**src/rtl/isrprof_pkg.sv**
```systemverilog
`timescale 1ns/1ps
package isrprof_pkg;

   typedef enum logic [1:0] {
      DV_IDLE = 2'd0,
      DV_LOAD = 2'd1,
      DV_RUN  = 2'd2
   } dv_state_e;

endpackage

```
**src/rtl/isr_span_meter.sv**
```systemverilog
`timescale 1ns/1ps
module isr_span_meter #(
   parameter int CYC_W = 16
) (
   input  logic             clk,
   input  logic             rst,
   input  logic             isr_enter,
   input  logic             isr_return,
   input  logic             cycle_tick,
   output logic             in_isr,
   output logic             ret_take,
   output logic             done,
   output logic [CYC_W-1:0] dur
);
   localparam logic [CYC_W-1:0] CYC_MAX = '1;

   logic             active;
   logic [CYC_W-1:0] cur;
   logic [CYC_W-1:0] cur_inc;

   assign cur_inc  = (cycle_tick && (cur != CYC_MAX)) ? cur + CYC_W'(1) : cur;
   assign in_isr   = active;
   assign ret_take = active & isr_return;

   always_ff @(posedge clk) begin
      if (rst) begin
         active <= 1'b0;
         cur    <= '0;
         done   <= 1'b0;
         dur    <= '0;
      end else begin
         done <= 1'b0;
         if (!active) begin
            if (isr_enter) begin
               active <= 1'b1;
               cur    <= CYC_W'(cycle_tick);
            end
         end else if (isr_return) begin
            active <= 1'b0;
            done   <= 1'b1;
            dur    <= cur_inc;
         end else begin
            cur <= cur_inc;
         end
      end
   end
endmodule

```
**src/rtl/isr_stat_accum.sv**
```systemverilog
`timescale 1ns/1ps
module isr_stat_accum #(
   parameter int CYC_W   = 16,
   parameter int TOTAL_W = 32,
   parameter int COUNT_W = 16
) (
   input  logic               clk,
   input  logic               rst,
   input  logic               done,
   input  logic [CYC_W-1:0]   dur,
   output logic [CYC_W-1:0]   min_q,
   output logic [CYC_W-1:0]   max_q,
   output logic [TOTAL_W-1:0] tot_q,
   output logic [COUNT_W-1:0] cnt_q
);
   localparam logic [COUNT_W-1:0] CNT_MAX = '1;
   localparam logic [TOTAL_W-1:0] TOT_MAX = '1;

   logic [TOTAL_W:0]   tot_sum;
   logic [TOTAL_W-1:0] tot_next;

   assign tot_sum  = {1'b0, tot_q} + (TOTAL_W+1)'(dur);
   assign tot_next = tot_sum[TOTAL_W] ? TOT_MAX : tot_sum[TOTAL_W-1:0];

   always_ff @(posedge clk) begin
      if (rst) begin
         min_q <= '1;
         max_q <= '0;
         tot_q <= '0;
         cnt_q <= '0;
      end else if (done) begin
         if (dur < min_q) min_q <= dur;
         if (dur > max_q) max_q <= dur;
         tot_q <= tot_next;
         if (cnt_q != CNT_MAX) cnt_q <= cnt_q + COUNT_W'(1);
      end
   end
endmodule

```
**src/rtl/isr_avg_div.sv**
```systemverilog
`timescale 1ns/1ps
module isr_avg_div
   import isrprof_pkg::*;
#(
   parameter int TOTAL_W = 32,
   parameter int COUNT_W = 16
) (
   input  logic               clk,
   input  logic               rst,
   input  logic               start,
   input  logic [TOTAL_W-1:0] dividend,
   input  logic [COUNT_W-1:0] divisor,
   output logic [TOTAL_W-1:0] quotient,
   output logic               valid
);
   localparam int STEP_W = $clog2(TOTAL_W + 1);

   dv_state_e          state;
   logic [TOTAL_W-1:0] dvd;
   logic [COUNT_W-1:0] dsr;
   logic [COUNT_W-1:0] rem;
   logic [STEP_W-1:0]  step;
   logic [COUNT_W:0]   trial;
   logic [COUNT_W:0]   diff;
   logic               ge;
   logic [TOTAL_W-1:0] dvd_next;

   assign trial    = {rem, dvd[TOTAL_W-1]};
   assign ge       = trial >= {1'b0, dsr};
   assign diff     = trial - {1'b0, dsr};
   assign dvd_next = {dvd[TOTAL_W-2:0], ge};

   always_ff @(posedge clk) begin
      if (rst) begin
         state    <= DV_IDLE;
         dvd      <= '0;
         dsr      <= '0;
         rem      <= '0;
         step     <= '0;
         quotient <= '0;
         valid    <= 1'b0;
      end else if (start) begin
         state <= DV_LOAD;
         valid <= 1'b0;
      end else begin
         case (state)
            DV_LOAD: begin
               dvd   <= dividend;
               dsr   <= divisor;
               rem   <= '0;
               step  <= '0;
               state <= DV_RUN;
            end
            DV_RUN: begin
               dvd <= dvd_next;
               rem <= ge ? diff[COUNT_W-1:0] : trial[COUNT_W-1:0];
               if (step == STEP_W'(TOTAL_W - 1)) begin
                  quotient <= dvd_next;
                  valid    <= 1'b1;
                  state    <= DV_IDLE;
               end else begin
                  step <= step + STEP_W'(1);
               end
            end
            default: ;
         endcase
      end
   end
endmodule

```
**src/rtl/rtcc_wrap_watch.sv**
```systemverilog
`timescale 1ns/1ps
module rtcc_wrap_watch #(
   parameter int RT_W = 8
) (
   input  logic            clk,
   input  logic            rst,
   input  logic            cnt_tick,
   input  logic            add_load,
   input  logic [RT_W-1:0] add_val,
   input  logic            in_isr,
   input  logic            chk_en,
   input  logic            ovf_clr,
   output logic [RT_W-1:0] value,
   output logic            overrun
);
   logic            step;
   logic [RT_W:0]   sum;
   logic            wrap;

   assign step = add_load | cnt_tick;
   assign sum  = {1'b0, value} + (add_load ? {1'b0, add_val} : (RT_W+1)'(1));
   assign wrap = step & sum[RT_W];

   always_ff @(posedge clk) begin
      if (rst) begin
         value   <= '0;
         overrun <= 1'b0;
      end else begin
         if (step) value <= sum[RT_W-1:0];
         if (wrap && in_isr && chk_en) overrun <= 1'b1;
         else if (ovf_clr)             overrun <= 1'b0;
      end
   end
endmodule

```
**src/rtl/isr_profiler.sv**
```systemverilog
`timescale 1ns/1ps
module isr_profiler #(
   parameter int CYC_W   = 16,
   parameter int TOTAL_W = 32,
   parameter int COUNT_W = 16,
   parameter int RTCC_W  = 8
) (
   input  logic               clk,
   input  logic               rst,
   input  logic               isr_enter,
   input  logic               isr_return,
   input  logic               retiw,
   input  logic [RTCC_W-1:0]  w_value,
   input  logic               cycle_tick,
   input  logic               rtcc_tick,
   input  logic               ovf_chk_en,
   input  logic               ovf_clear,
   output logic [CYC_W-1:0]   cyc_min,
   output logic [CYC_W-1:0]   cyc_max,
   output logic [TOTAL_W-1:0] cyc_total,
   output logic [COUNT_W-1:0] isr_count,
   output logic [TOTAL_W-1:0] avg_cycles,
   output logic               avg_valid,
   output logic [RTCC_W-1:0]  rtcc_value,
   output logic               overrun
);
   generate
      if (CYC_W < 1) begin : g_bad_cyc
         $error("CYC_W must be at least 1");
      end
      if (TOTAL_W < 2 || TOTAL_W < CYC_W) begin : g_bad_tot
         $error("TOTAL_W must be at least 2 and not narrower than CYC_W");
      end
      if (COUNT_W < 1) begin : g_bad_cnt
         $error("COUNT_W must be at least 1");
      end
      if (RTCC_W < 1) begin : g_bad_rt
         $error("RTCC_W must be at least 1");
      end
   endgenerate

   logic             in_isr;
   logic             ret_take;
   logic             span_done;
   logic [CYC_W-1:0] span_dur;

   isr_span_meter #(.CYC_W(CYC_W)) u_meter (
      .clk        (clk),
      .rst        (rst),
      .isr_enter  (isr_enter),
      .isr_return (isr_return),
      .cycle_tick (cycle_tick),
      .in_isr     (in_isr),
      .ret_take   (ret_take),
      .done       (span_done),
      .dur        (span_dur)
   );

   isr_stat_accum #(.CYC_W(CYC_W), .TOTAL_W(TOTAL_W), .COUNT_W(COUNT_W)) u_stats (
      .clk   (clk),
      .rst   (rst),
      .done  (span_done),
      .dur   (span_dur),
      .min_q (cyc_min),
      .max_q (cyc_max),
      .tot_q (cyc_total),
      .cnt_q (isr_count)
   );

   isr_avg_div #(.TOTAL_W(TOTAL_W), .COUNT_W(COUNT_W)) u_div (
      .clk      (clk),
      .rst      (rst),
      .start    (span_done),
      .dividend (cyc_total),
      .divisor  (isr_count),
      .quotient (avg_cycles),
      .valid    (avg_valid)
   );

   rtcc_wrap_watch #(.RT_W(RTCC_W)) u_rtcc (
      .clk      (clk),
      .rst      (rst),
      .cnt_tick (rtcc_tick),
      .add_load (ret_take & retiw),
      .add_val  (w_value),
      .in_isr   (in_isr),
      .chk_en   (ovf_chk_en),
      .ovf_clr  (ovf_clear),
      .value    (rtcc_value),
      .overrun  (overrun)
   );
endmodule

```
**config.mk**
```make
export PLATFORM = sky130hd
export DESIGN_NAME = isr_profiler
export DESIGN_NICKNAME = d
export VERILOG_FILES = /design/src/rtl/isrprof_pkg.sv /design/src/rtl/isr_span_meter.sv /design/src/rtl/isr_stat_accum.sv /design/src/rtl/isr_avg_div.sv /design/src/rtl/rtcc_wrap_watch.sv /design/src/rtl/isr_profiler.sv
export SDC_FILE = /design/constraint.sdc
export NUM_CORES = 1
export LEC_CHECK = 0
export ABC_AREA = 1
export BUFFER_PORTS_ARGS = -buffer_cell sky130_fd_sc_hd__clkbuf_2
export CORE_MARGIN = 5
export CORE_UTILIZATION = 43
export DETAILED_ROUTE_END_ITERATION = 8
export GPL_TIMING_DRIVEN = 0
export SKIP_LAST_GASP = 1
export SLEW_MARGIN = 20
export SYNTH_ARGS = -nofsm -noshare
export SYNTH_HDL_FRONTEND = slang
export SYNTH_SLANG_ARGS = --single-unit
```
**constraint.sdc**
```tcl
create_clock -name clk -period 2.2 [get_ports clk]
set_clock_uncertainty 0.05 [all_clocks]
set_input_delay 0.11 -clock clk [delete_from_list [all_inputs] [get_ports clk]]
set_output_delay 0.11 -clock clk [all_outputs]
set_load 0.05 [all_outputs]
```
After elaboration in Yosys (flattened, before gate mapping)
Index checks and enable logic that the tools add are counted.
{ "word_totals": {"register_bits": 228, "out_inout_bits": 122, "word_cells": 83} }
{ "op_classes": {"n_addsub": 6, "order_cmp": 3, "n_eq_ne": 9, "n_mux": 20, "bitwise": 6, "reduce_logical": 21} }
{ "ops": {"columns": ["cell", "n"], "rows": [
  ["$mux 16", 5],
  ["$pmux 32 s2", 1],
  ["$add 32x16->33", 1],
  ["$add 16x1->16 const B", 2],
  ["$mux 32", 1],
  ["$ne 16x16->1 const B", 2],
  ["$pmux 16 s2", 1],
  ["$reduce_and 2->1", 10],
  ["$ge 17x16->1", 1],
  ["$gt 16x16->1", 1],
  ["$lt 16x16->1", 1],
  ["$sub 16x16->16", 1],
  ["$pmux 6 s2", 1],
  ["$add 8x9->9", 1],
  ["$mux 8", 1],
  ["$mux 1", 7],
  ["$add 6x1->6 const B", 1],
  ["$eq 6x5->1 const B", 1],
  ["$mux 6", 1],
  ["$reduce_and 3->1", 2],
  ["$reduce_bool 2->1", 3],
  ["$ne 2x2->1 const B", 2],
  ["$pmux 2 s2", 1],
  ["$reduce_or 2->1", 2],
  ["other kinds (10)", 15]
]} }

Depth between registers and ports, before layout
{ "depth": {"depth_word": 8, "ltp_mapped": 15, "mapped_depth_nobuf": 15} }

Cells and area by module
A second synthesis with hierarchy kept.
{ "hier_totals": {"hier_cells": 2089, "area_unflattened_um2": 13858.3} }
{ "by_module_without_submodules": {"columns": ["module", "instances", "cells_each", "area_each_um2", "seq_area_each_um2"], "rows": [
  ["isr_stat_accum", 1, 901, 5788.1, 1601.5],
  ["isr_avg_div", 1, 760, 5305.1, 2102.0],
  ["isr_span_meter", 1, 298, 1943.1, 680.7],
  ["rtcc_wrap_watch", 1, 128, 814.5, 180.2],
  ["isr_profiler", 1, 2, 7.5, 0.0]
]} }

Worst setup path before layout
Ideal clock, no wire load.
{ "synth_timing": {"kind": "register to register", "start": "reg u_meter.active, in the netlist u_meter.in_isr", "end": "reg u_rtcc.value[6]", "arrival_time_ps": 2270, "t_required_ps": 2039, "path_slack_ps": -231, "stages_incl_launch_ff": 16, "n_path_buf": 0, "synth_period_minus_slack_ps": 2431, "cell_sequence": "dfxtp_1 -> nand2_1 -> inv_1 -> nand2_1 -> or2_2 -> ha_1 -> fa_1 -> nand3_1 -> nand3_1 -> nand2_1 -> nand2_1 -> a21oi_1 -> or2_2 -> nand3_1 -> nand3_1 -> inv_1"} }
{ "synth_between": {"elab_chain_len": 4, "elab_cells_between_ends": 5, "classes_between": "1 x add/sub; 1 x mux; 3 x bitwise"} }
{ "synth_lines": {"columns": ["element", "line_no", "rtl"], "rows": [
  ["start: declaration", "isr_span_meter.sv:17", "logic active;"],
  ["start signal: assignment", "isr_span_meter.sv:27", "active <= 1'b0;"],
  ["start signal: assignment", "isr_span_meter.sv:35", "active <= 1'b1;"],
  ["start signal: assignment", "isr_span_meter.sv:39", "active <= 1'b0;"],
  ["$and 1x1->1 (*)", "isr_span_meter.sv:23", "assign ret_take = active & isr_return;"],
  ["$and 1x1->1 (*)", "isr_profiler.sv:84", ".add_load (ret_take & retiw),"],
  ["$mux 8", "rtcc_wrap_watch.sv:21", "assign sum = {1'b0, value} + (add_load ? {1'b0, add_val} : (RT_W+1)'(1));"],
  ["$add 8x9->9", "rtcc_wrap_watch.sv:21", null],
  ["end signal: assignment", "rtcc_wrap_watch.sv:29", "if (step) value <= sum[RT_W-1:0];"],
  ["end: declaration", "rtcc_wrap_watch.sv:13", "output logic [RT_W-1:0] value,"]
]} }
Mark *: on every way between the ends. The rest lies on a longest branch, timed or not.
A chain may end at the register's enable or synchronous reset.

Worst setup path in the final report
Ends and elaborated chain as after synthesis.

==> metrics <==
status complete, but fails checks; failing checks negative setup slack; core area 0.03035 mm^2; crit path kind flop to flop; Design Area, Final 0.01599 mm^2; Worst Path Buf+Inv 2; Initial DRC Count 874; Most Frequent Cell on Critical Path nand3_2; Multi-input gate area 0.007757 mm^2; placed insts roughly 2500; Mapped Cells between 1500 and 2000; CTS Buf Count 27; synth warn 0; Clock Latency Late Sink about 0.54 ns; Pleak 0.007394 uW; Placed Area 0.01431 mm^2; pwr dens 679.9 mW/mm^2; starting density of the core 43.19%; post-place setup slack -0.5121 ns; Worst Path Arrival 2.59 ns; Setup TNS -0.02624 ns; Routability Congestion 0.9627; DRC 0; Final Non-Filler Cells 2546; Mapped Nets 2034; # setup viols final 1; crit-path leading delay family simple AND/OR/NAND/NOR gates; Yosys reg bits 228; crit share post-route 101.2%; Fillers 3067; Achievable Freq between 400 and 500 MHz; IO buf count 138; crit path time final approximately 2.2 ns; asr flop ratio synth 0%; GR Layer Usage met2 about 37%; # IOs 139; met1 Resource Use GR about a third; Worst Hold Launch isr_enter; Setup crit start u_meter.in_isr$_SDFF_PP0_; drt pass-1 iters 7; number of global-route vias before repair around 12000; # H-tree levels 1; HPWL after DPL 30400 um; Post-Syn Area 0.01311 mm^2; worst path required time approximately 2.6 ns; Die W about 180 um; Total Die Area 0.03408 mm^2; clk sink count around 230; first-pass GRT wire length 63540 um; Post-synth EDFFs 0; cell chain of the critical path nand2_4 -> inv_6 -> nand2_8 -> or2_4 -> ha_4 -> fa_2 -> nand3_2 -> nand3_2 -> nand2_2 -> nand2_2 -> a21oi_2 -> or2_4 -> nand3_2 -> nand3_2 -> inv_2; min-delay worst type input pin to flop; RR Startpoint u_meter.in_isr$_SDFF_PP0_; FF+latch area 0.004603 mm^2; Rel. slew slack a little under 30%; Final Hold Violating Endpoints 0; Nets approximately 2200; Critical R2R Capture u_rtcc.value[6]$_SDFFE_PP0N_; final setup margin -0.02624 ns; hold path depth 4; Worst Hold Path EP u_meter.cur[11]$_SDFFE_PP0P_; P&R area growth vs syn 21.95%; most common cell after layout, fill and taps aside nand2_1; r2r worst-path depth 15; Critical Path Source Type flop; Worst-Margin Slew 1.065 ns; drt total wl between 40000 and 50000 um; Remaining Overflow, GRT 0; total of max-cap violations 0; final core utilization between 50% and 60%; sequential element share of the synthesized area between 30% and 40%; Yosys cell types just under 50; initial antenna violation count 1; largest net degree at the start of global routing 14; crit-path max FO 2; max-slew violations 0; clk buf depth 3; Vias/cell 5.206; register-to-register setup slack -0.03 ns; most frequent cells in the layout 443 x nand2_1, 243 x inv_1, 205 x dfxtp_1; drt wl/cell ~16 um; ANT nets after route 0; Crit path depth 15; GRT Max-Usage Layer met2; ys flop type dfxtp_1; CTS clk-pin slew, worst paths 0.06 ns; Mapped Avg Cell Area ~6.8 um^2; unrepaired setup endpoints after global routing true; Via Count 13255; root buffer cell clkbuf_16; GRT Resource Usage Total 22.77%; share of post-route cells with drive strength above 1 17.73%; nature of the critical path endpoint flop; Chip Height 184.6 um; grt met3 use 3.039%; Max stage delay on crit path roughly 0.36 ns; row cnt 64; CTS tree yes; Critical-path top delay cell dfxtp_4; worst vdd ir 0.6054 mV
==> cells by family after synthesis <==
logic type	count (synthesis)	share of synthesized area, %
simple gates	933	31.28
compound gates	336	14.04
buf+inv	327	9.803
flops	228	34.82
fa+ha+maj	79	7.713
xor+xnor	35	2.339
==> through the flow <==
step / total power (uW) / hold slack [ns]
after detailed placement: 6214 / 0.3324
after floorplan: 5727 / 0.2233
after global routing: 11370 / 0.07738
after CTS: 10810 / 0.006451
after global placement: 6198 / 0.3263
final: 10870 / 0.02896
==> registers in the layout (all words and copies together), names as in the netlist, 6 cells and up <==
name            count
u_stats.cnt_q      16
u_div.rem          16
u_div.dvd          32
u_meter.dur        16
u_div.quotient     32
u_div.dsr          16
u_stats.min_q      16
u_meter.cur        16
u_rtcc.value        8
u_div.step          6
u_stats.max_q      16
u_stats.tot_q      32
==> power breakdown <==
part | internal (uW) | switching [uW] | total (uW)
sequential | 4240 | 142 | 4380
clock | 2760 | 1790 | 4550
combinational | 669 | 1270 | 1940
==> cells in the mapped netlist, types with 7 or more instances <==
| cell type | count | area [um^2] |
|---|---|---|
| nand2_1 | 453 | 1700 |
| inv_1 | 245 | 919.6 |
| dfxtp_1 | 228 | 4564 |
| nor2_1 | 207 | 777.0 |
| a21oi_1 | 152 | 760.7 |
| nand3_1 | 138 | 690.7 |
| o21ai_0 | 108 | 540.5 |
| ha_1 | 76 | 950.9 |
| clkbuf_1 | 42 | 157.7 |
| a31oi_1 | 39 | 244.0 |
| nand4_1 | 35 | 219.0 |
| nor3_1 | 32 | 160.2 |
| nand3b_1 | 25 | 187.7 |
| buf_2 | 21 | 105.1 |
| xor2_1 | 21 | 183.9 |
| xnor2_1 | 14 | 122.6 |
| inv_2 | 8 | 30.03 |
| nand2_2 | 7 | 43.79 |
==> worst register-to-register path, cell delays in order (launching register included) <==
cell	delay [ns]
dfxtp_4	0.36
nand2_4	0.06
inv_6	0.07
nand2_8	0.05
or2_4	0.23
ha_4	0.16
fa_2	0.35
nand3_2	0.08
nand3_2	0.09
nand2_2	0.07
nand2_2	0.05
a21oi_2	0.16
or2_4	0.15
nand3_2	0.06
nand3_2	0.09
inv_2	0.04
==> repair_timing <==
item | 4_1_cts | 5_1_grt
cloned | 0 | 0
hold buffers | 7 | 0
pin swaps | 6 | 13
endpoints found under the hold margin | 10 | 0
setup endpoints to repair | 64 | 129
gates resized for setup | 25 | 115
buffers inserted | 8 | 8
==> final cells by class <==
cell class / count / share of cell area [%]
diodes: 1 / 0.01565
plain buffers: 74 / 2.301
clock buffers: 38 / 4.986
clock inverters: 12 / 0.7671
inverters: 253 / 5.972
multi-input cells: 1383 / 48.53
flip-flops and latches: 228 / 28.80
well taps: 396 / 3.100
repair buffers: 161 / 5.534
==> routing by layer <==
metal  share of wire, %  vias up
met1                 47     6126
met4                2.3        0
li1                   -     6733
met3                5.4       66
met2                 46      330
met5                  0        -
==> how the worst max path moves through the flow <==
stage / to / slack, ns
floorplan: u_rtcc.value[6]$_SDFFE_PP0N_ / -0.08
global placement: u_rtcc.value[6]$_SDFFE_PP0N_ / -0.50
detailed placement: u_rtcc.value[6]$_SDFFE_PP0N_ / -0.51
CTS: u_rtcc.value[6]$_SDFFE_PP0N_ / -0.02
global route: u_rtcc.value[6]$_SDFFE_PP0N_ / -0.15
finish: u_rtcc.value[6]$_SDFFE_PP0N_ / -0.03
No activity file was read; power rests on OpenSTA's default activity.
